**src/rtl/wtc_pkg.sv**
```systemverilog
package wtc_pkg;
   typedef enum logic [2:0] {
      ST_IDLE,
      ST_LOOK,
      ST_FILL,
      ST_PUT,
      ST_DONE
   } wtc_state_e;
endpackage

```
**src/rtl/wtc_tag_match.sv**
```systemverilog
module wtc_tag_match #(
   parameter int LINES = 2,
   parameter int TAG_W = 4,
   parameter int IDX_W = 1
) (
   input  logic [LINES-1:0]            vld,
   input  logic [LINES-1:0][TAG_W-1:0] tags,
   input  logic [TAG_W-1:0]            probe,
   output logic                        hit,
   output logic [IDX_W-1:0]            hit_idx
);
   logic [LINES-1:0] match;

   for (genvar g = 0; g < LINES; g++) begin : g_cmp
      assign match[g] = vld[g] && (tags[g] == probe);
   end

   assign hit = |match;

   always_comb begin
      hit_idx = '0;
      for (int i = 0; i < LINES; i++) begin
         if (match[i]) hit_idx = IDX_W'(i);
      end
   end
endmodule

```
**src/rtl/wtc_lru.sv**
```systemverilog
module wtc_lru #(
   parameter int LINES = 2,
   parameter int IDX_W = 1
) (
   input  logic             clk,
   input  logic             rst_n,
   input  logic             touch,
   input  logic [IDX_W-1:0] touch_idx,
   input  logic [LINES-1:0] vld,
   output logic [IDX_W-1:0] victim
);
   logic             any_free;
   logic [IDX_W-1:0] free_idx;
   logic [IDX_W-1:0] old_idx;

   always_comb begin
      any_free = 1'b0;
      free_idx = '0;
      for (int i = LINES - 1; i >= 0; i--) begin
         if (!vld[i]) begin
            any_free = 1'b1;
            free_idx = IDX_W'(i);
         end
      end
   end

   assign victim = any_free ? free_idx : old_idx;

   if (LINES == 2) begin : g_pair
      logic lru_q;
      always_ff @(posedge clk or negedge rst_n) begin
         if (!rst_n)      lru_q <= 1'b0;
         else if (touch)  lru_q <= ~touch_idx[0];
      end
      assign old_idx = lru_q;
   end else begin : g_ages
      logic [LINES-1:0][IDX_W-1:0] age_q;
      always_ff @(posedge clk or negedge rst_n) begin
         if (!rst_n) begin
            for (int j = 0; j < LINES; j++) age_q[j] <= IDX_W'(j);
         end else if (touch) begin
            for (int j = 0; j < LINES; j++) begin
               if (IDX_W'(j) == touch_idx)          age_q[j] <= '0;
               else if (age_q[j] < age_q[touch_idx]) age_q[j] <= age_q[j] + 1'b1;
            end
         end
      end
      always_comb begin
         old_idx = '0;
         for (int j = 0; j < LINES; j++) begin
            if (age_q[j] == IDX_W'(LINES - 1)) old_idx = IDX_W'(j);
         end
      end
   end
endmodule

```
**src/rtl/wtc_cache.sv**
```systemverilog
module wtc_cache #(
   parameter int ADDR_W = 5,
   parameter int OFF_W  = 1,
   parameter int LINES  = 2,
   parameter int DATA_W = 8,
   parameter int CNT_W  = 16
) (
   input  logic              clk,
   input  logic              rst_n,
   input  logic              cpu_req,
   input  logic              cpu_we,
   input  logic [ADDR_W-1:0] cpu_addr,
   input  logic [DATA_W-1:0] cpu_wdata,
   output logic              cpu_ready,
   output logic              cpu_done,
   output logic [DATA_W-1:0] cpu_rdata,
   output logic [CNT_W-1:0]  hit_cnt,
   output logic [CNT_W-1:0]  miss_cnt,
   output logic              mem_req,
   output logic              mem_we,
   output logic [ADDR_W-1:0] mem_addr,
   output logic [DATA_W-1:0] mem_wdata,
   input  logic [DATA_W-1:0] mem_rdata,
   input  logic              mem_ready
);
   import wtc_pkg::*;

   localparam int TAG_W = ADDR_W - OFF_W;
   localparam int BYTES = 1 << OFF_W;
   localparam int IDX_W = $clog2(LINES);

   if (OFF_W < 1 || OFF_W >= ADDR_W) begin : g_bad_off
      $error("wtc_cache: OFF_W must lie in 1..ADDR_W-1");
   end
   if (LINES < 2 || (LINES & (LINES - 1)) != 0) begin : g_bad_lines
      $error("wtc_cache: LINES must be a power of two, at least 2");
   end

   wtc_state_e state_q;
   logic                          we_q;
   logic [TAG_W-1:0]              tag_q;
   logic [OFF_W-1:0]              off_q;
   logic [DATA_W-1:0]             wdat_q;
   logic                          refill_q;
   logic [IDX_W-1:0]              vict_q;
   logic [OFF_W-1:0]              fill_q;
   logic [LINES-1:0]              vld_q;
   logic [LINES-1:0][TAG_W-1:0]   tag_arr;
   logic [LINES-1:0][BYTES-1:0][DATA_W-1:0] dat_arr;

   logic             hit;
   logic [IDX_W-1:0] hit_idx;
   logic [IDX_W-1:0] victim;
   logic             lru_touch;

   wtc_tag_match #(.LINES(LINES), .TAG_W(TAG_W), .IDX_W(IDX_W)) u_match (
      .vld     (vld_q),
      .tags    (tag_arr),
      .probe   (tag_q),
      .hit     (hit),
      .hit_idx (hit_idx)
   );

   assign lru_touch = (state_q == ST_LOOK) && hit;

   wtc_lru #(.LINES(LINES), .IDX_W(IDX_W)) u_lru (
      .clk       (clk),
      .rst_n     (rst_n),
      .touch     (lru_touch),
      .touch_idx (hit_idx),
      .vld       (vld_q),
      .victim    (victim)
   );

   assign cpu_ready = (state_q == ST_IDLE);
   assign cpu_done  = (state_q == ST_DONE);
   assign mem_req   = (state_q == ST_FILL) || (state_q == ST_PUT);
   assign mem_we    = (state_q == ST_PUT);
   assign mem_addr  = (state_q == ST_FILL) ? {tag_q, fill_q} : {tag_q, off_q};
   assign mem_wdata = wdat_q;

   always_ff @(posedge clk or negedge rst_n) begin
      if (!rst_n) begin
         state_q   <= ST_IDLE;
         we_q      <= 1'b0;
         tag_q     <= '0;
         off_q     <= '0;
         wdat_q    <= '0;
         refill_q  <= 1'b0;
         vict_q    <= '0;
         fill_q    <= '0;
         vld_q     <= '0;
         tag_arr   <= '0;
         dat_arr   <= '0;
         cpu_rdata <= '0;
         hit_cnt   <= '0;
         miss_cnt  <= '0;
      end else begin
         unique case (state_q)
            ST_IDLE: begin
               if (cpu_req) begin
                  we_q    <= cpu_we;
                  tag_q   <= cpu_addr[ADDR_W-1:OFF_W];
                  off_q   <= cpu_addr[OFF_W-1:0];
                  wdat_q  <= cpu_wdata;
                  state_q <= ST_LOOK;
               end
            end
            ST_LOOK: begin
               if (hit) begin
                  refill_q <= 1'b0;
                  if (!refill_q) hit_cnt <= hit_cnt + 1'b1;
                  if (we_q) begin
                     dat_arr[hit_idx][off_q] <= wdat_q;
                     state_q <= ST_PUT;
                  end else begin
                     cpu_rdata <= dat_arr[hit_idx][off_q];
                     state_q   <= ST_DONE;
                  end
               end else begin
                  miss_cnt        <= miss_cnt + 1'b1;
                  vict_q          <= victim;
                  vld_q[victim]   <= 1'b0;
                  tag_arr[victim] <= tag_q;
                  fill_q          <= '0;
                  state_q         <= ST_FILL;
               end
            end
            ST_FILL: begin
               if (mem_ready) begin
                  dat_arr[vict_q][fill_q] <= mem_rdata;
                  fill_q <= fill_q + 1'b1;
                  if (fill_q == OFF_W'(BYTES - 1)) begin
                     vld_q[vict_q] <= 1'b1;
                     refill_q      <= 1'b1;
                     state_q       <= ST_LOOK;
                  end
               end
            end
            ST_PUT: begin
               if (mem_ready) state_q <= ST_DONE;
            end
            ST_DONE: state_q <= ST_IDLE;
            default: state_q <= ST_IDLE;
         endcase
      end
   end
endmodule

```
**config.mk**
```make
export PLATFORM = sky130hd
export DESIGN_NAME = wtc_cache
export DESIGN_NICKNAME = d
export VERILOG_FILES = /design/src/rtl/wtc_pkg.sv /design/src/rtl/wtc_tag_match.sv /design/src/rtl/wtc_lru.sv /design/src/rtl/wtc_cache.sv
export SDC_FILE = /design/constraint.sdc
export NUM_CORES = 1
export LEC_CHECK = 0
export BUFFER_PORTS_ARGS = -buffer_cell sky130_fd_sc_hd__buf_2
export CORE_AREA = 2 2 97 99
export DETAILED_ROUTE_END_ITERATION = 7
export DIE_AREA = 0 0 99 101
export GPL_TIMING_DRIVEN = 1
export PLACE_DENSITY = 0.77
export SYNTH_ARGS = -nofsm -noshare
export SYNTH_HDL_FRONTEND = slang
export SYNTH_HIERARCHICAL = 1
export SYNTH_SLANG_ARGS = --single-unit
```
**constraint.sdc**
```tcl
create_clock -name clk -period 5 [get_ports clk]
set_input_delay 1 -clock clk [delete_from_list [all_inputs] [get_ports clk]]
set_output_delay 1 -clock clk [all_outputs]
set_load 0.01 [all_outputs]
```
==> run summary <==
The power density over the cells works out to 538 nW/um2. Post-synthesis sequential element count: 103. The number of gates resized after CTS was 0. Counting every sink on the clock net gives 103.

The flow ran to the end, and the final reports show no timing, DRC or antenna violations. The first global-routing pass estimated 17500 um of wire. The run gives 35 as the number of cell rows. The die width was 99 um.

The worst-case IR drop observed on VDD is 0.277 mV. Across the routed clock network, the largest skew measured is 0.00779 ns. Synthesis produced 387 cells. The tools report the combined global-route utilization of all metal layers as 22.3%. Setup repair after global routing left no endpoint under its margin. For this run, the leading register cell type out of synthesis is dfrtp_1.

Entering global routing, the biggest net connects 70 pins. The repair_antennas step left the layout with diodes totalling 0. At the worst endpoint, the arrival time is 3.33 ns.

The tools report the estimated wirelength of the detail-placed design as 7270 um. In the post-route analysis, the smallest setup slack over all paths is 1.92 ns. For the number of antenna violations at the first check in global routing, the log shows 0. The fraction of final layout cells sized beyond drive strength 1 came out at 32.3%.

Leaving out fill and tap cells, the most frequent cell in the layout is dfrtp_1. The die is 101 um tall. Buffers added to address setup during post-CTS repair amount to 0. The final critical delay including setup and external delays is 3.08 ns. The tools report the residual antenna-violating net count after detailed routing as 0. The DRC violations left was 0.

The biggest fanout along the worst timing path works out to 14. The mean routed wirelength per cell is 18.3 um. The initial utilization of the core area, before any placement, comes to 53.6%.

The final total negative setup slack was 0 ns. Averaged over all synthesized cells, the footprint is 12.4 um2. The sequential-to-total area share from yosys stat was 53.6%. The H-tree was split into 3 levels. In this run the static leakage power is 2.51 nW.

The area growth from synthesis to layout is 15.1%. The number of optimization iterations in the first detailed-route pass is 6, and the async set or reset register ratio after synthesis is 100%. OpenSTA, run right after detailed placement, puts the worst setup slack at 1.94 ns.

The number of hold buffers added after CTS was 0. The maximum clock rate was 325 MHz. Summing over every cut layer, the via total after detailed routing is 3514.

The worst setup path is of the reg -> reg kind. In this run the clock root is driven by a clkbuf_8. The register-to-register setup slack was 1.92 ns; the slew at the pin closest to its max-slew limit was 1.06 ns.

The clock input transition at the sequential cells of the worst setup and hold paths is 0.10 ns. Critical path endpoint category: a flip-flop. Max-capacitance violation count: 0. The tools report the final count of hold timing violations as 0. The count of buffers from port buffering was 82; the aggregate global routing overflow was 0. The final critical path takes up 61.6% of the cycle. The total nets after synthesis is 415, and the CTS buffer count is 9.

The net count of the finished layout is 496. The required time of the critical path is 5.25 ns. The routed design has 10700 um of wire. Summing every instance area after synthesis gives 4810 um2.

For the iteration-0 DRC count of the detailed router, the log shows 216. The netlist uses 53 different library cells. The full die area is 10000 um2, and the number of global-route vias before repair is 3511.

TritonCTS built the clock tree. For the maximum buffer depth of the clock tree, the log shows 2. The number of enable flip-flop cells after synthesis is 0, and the top-level port count is 83. During synthesis, Yosys emitted a total of 6 warnings. The top cell types in the final layout, fill and taps aside, are dfrtp_1, buf_2, a22oi_1, o2bb2ai_1, mux2_2. The routability congestion estimate from global placement was 0.770. The insertion delay of the later-clocked pin in the worst-skew pair is 0.36 ns. The filler cells instantiated in the layout total 723. The worst relative slew slack was 29.5%; the mean number of vias per cell was 6.02. Setup violations remaining at the end of the flow were counted as 0. The logs give 0 for the max-slew violation count and 8980 um2 for the area of the core region. The min-delay analysis places its worst path in the category reg -> reg.

STA classifies the critical path startpoint as a flip-flop.
-- worst paths after layout --
check | from | cells after the start | to
hold / removal | hit_cnt[15] | 1 | hit_cnt[15]
max in group asynchronous | rst_n | 2 | cpu_rdata[6]
min in group asynchronous | rst_n | 1 | hit_cnt[11]
hold reg to reg | hit_cnt[15] | 1 | hit_cnt[15]
setup reg to reg | tag_q[0] | 8 | cpu_rdata[6]
setup / recovery | tag_q[0] | 8 | cpu_rdata[6]
-- where the power goes --
group	switching (mW)	internal, mW
clock network	0.283	0.283
logic	0.497	0.520
registers	0.302	1.09
total	1.08	1.90
-- layer usage --
layer  vias up  track usage [%]  share of wire, %
met5         -                0                 0
met4         0             8.43               1.7
met3        16             4.23               5.6
met2       125             34.9                48
met1      1755             31.1                44
li1       1618                -                 -
-- synthesized netlist by cell type, drive strengths merged, types with 8 or more instances --
cell     instances  share of area [%]
a22oi           32                5.0
clkbuf           9               0.70
dfrtp          103                 54
mux2            30                7.0
mux4             8                3.7
nand2           24                1.9
nand3           10                1.0
nand4            8                1.0
nor2            10               0.78
nor3            12                1.6
o21ai            8                1.1
o2bb2ai         32                5.8
xnor2           20                3.6
xor2            15                2.7
-- layout make-up --
type	instances	area, um2	share of cell area, %
Clock buffer	11	131	2.37
Multi-Input combinational cell	261	2140	38.6
Inverter	7	26.3	0.475
Tap cell	111	139	2.51
Sequential cell	103	2580	46.6
Timing Repair Buffer	86	443	8.00
Clock inverter	5	82.6	1.49
-- critical path, cell delays in order (launching register included) --
cell	delay (ns)
dfrtp_1	0.45
inv_1	0.06
a221o_1	0.32
nor3_2	0.11
buf_4	0.29
a31o_1	0.26
nand4bb_1	0.27
nor2_1	0.78
mux2_2	0.42
-- registers in the layout (all words and copies together) (netlist names), 2 cells and up --
register,cells
dat_arr,32
hit_cnt,16
vld_q,2
miss_cnt,16
tag_arr,8
cpu_rdata,8
state_q,3
tag_q,4
mem_wdata,8
-- cell families (layout without fill, tap and decap cells) --
| kind of cell | count (synthesis) | in the layout | share of synthesized area [%] |
|---|---|---|---|
| flip-flops | 103 | 103 | 53.6 |
| AND/OR/NAND/NOR | 100 | 100 | 12.4 |
| buffers and inverters | 23 | 109 | 2.03 |
| AO/OA/AOI/OAI | 85 | 85 | 14.1 |
| multiplexers | 39 | 39 | 11.0 |
| XOR/XNOR | 35 | 35 | 6.37 |
| adder cells (fa/ha/maj) | 2 | 2 | 0.520 |
-- through the flow --
stage                     power [mW]  utilization [%]  instance area (um2)  hold WS (ns)  cells
after floorplan                 2.07                -                 4810         0.451    387
after global placement          2.37             59.3                 5320         0.451    568
after detailed placement        2.42             59.3                 5320         0.462    568
after CTS                       2.99             61.7                 5540         0.477    584
after global routing            3.16             61.7                 5540         0.501    584
final                           2.98             61.7                 5540         0.471    584
Power figures use the tool's default switching activity.
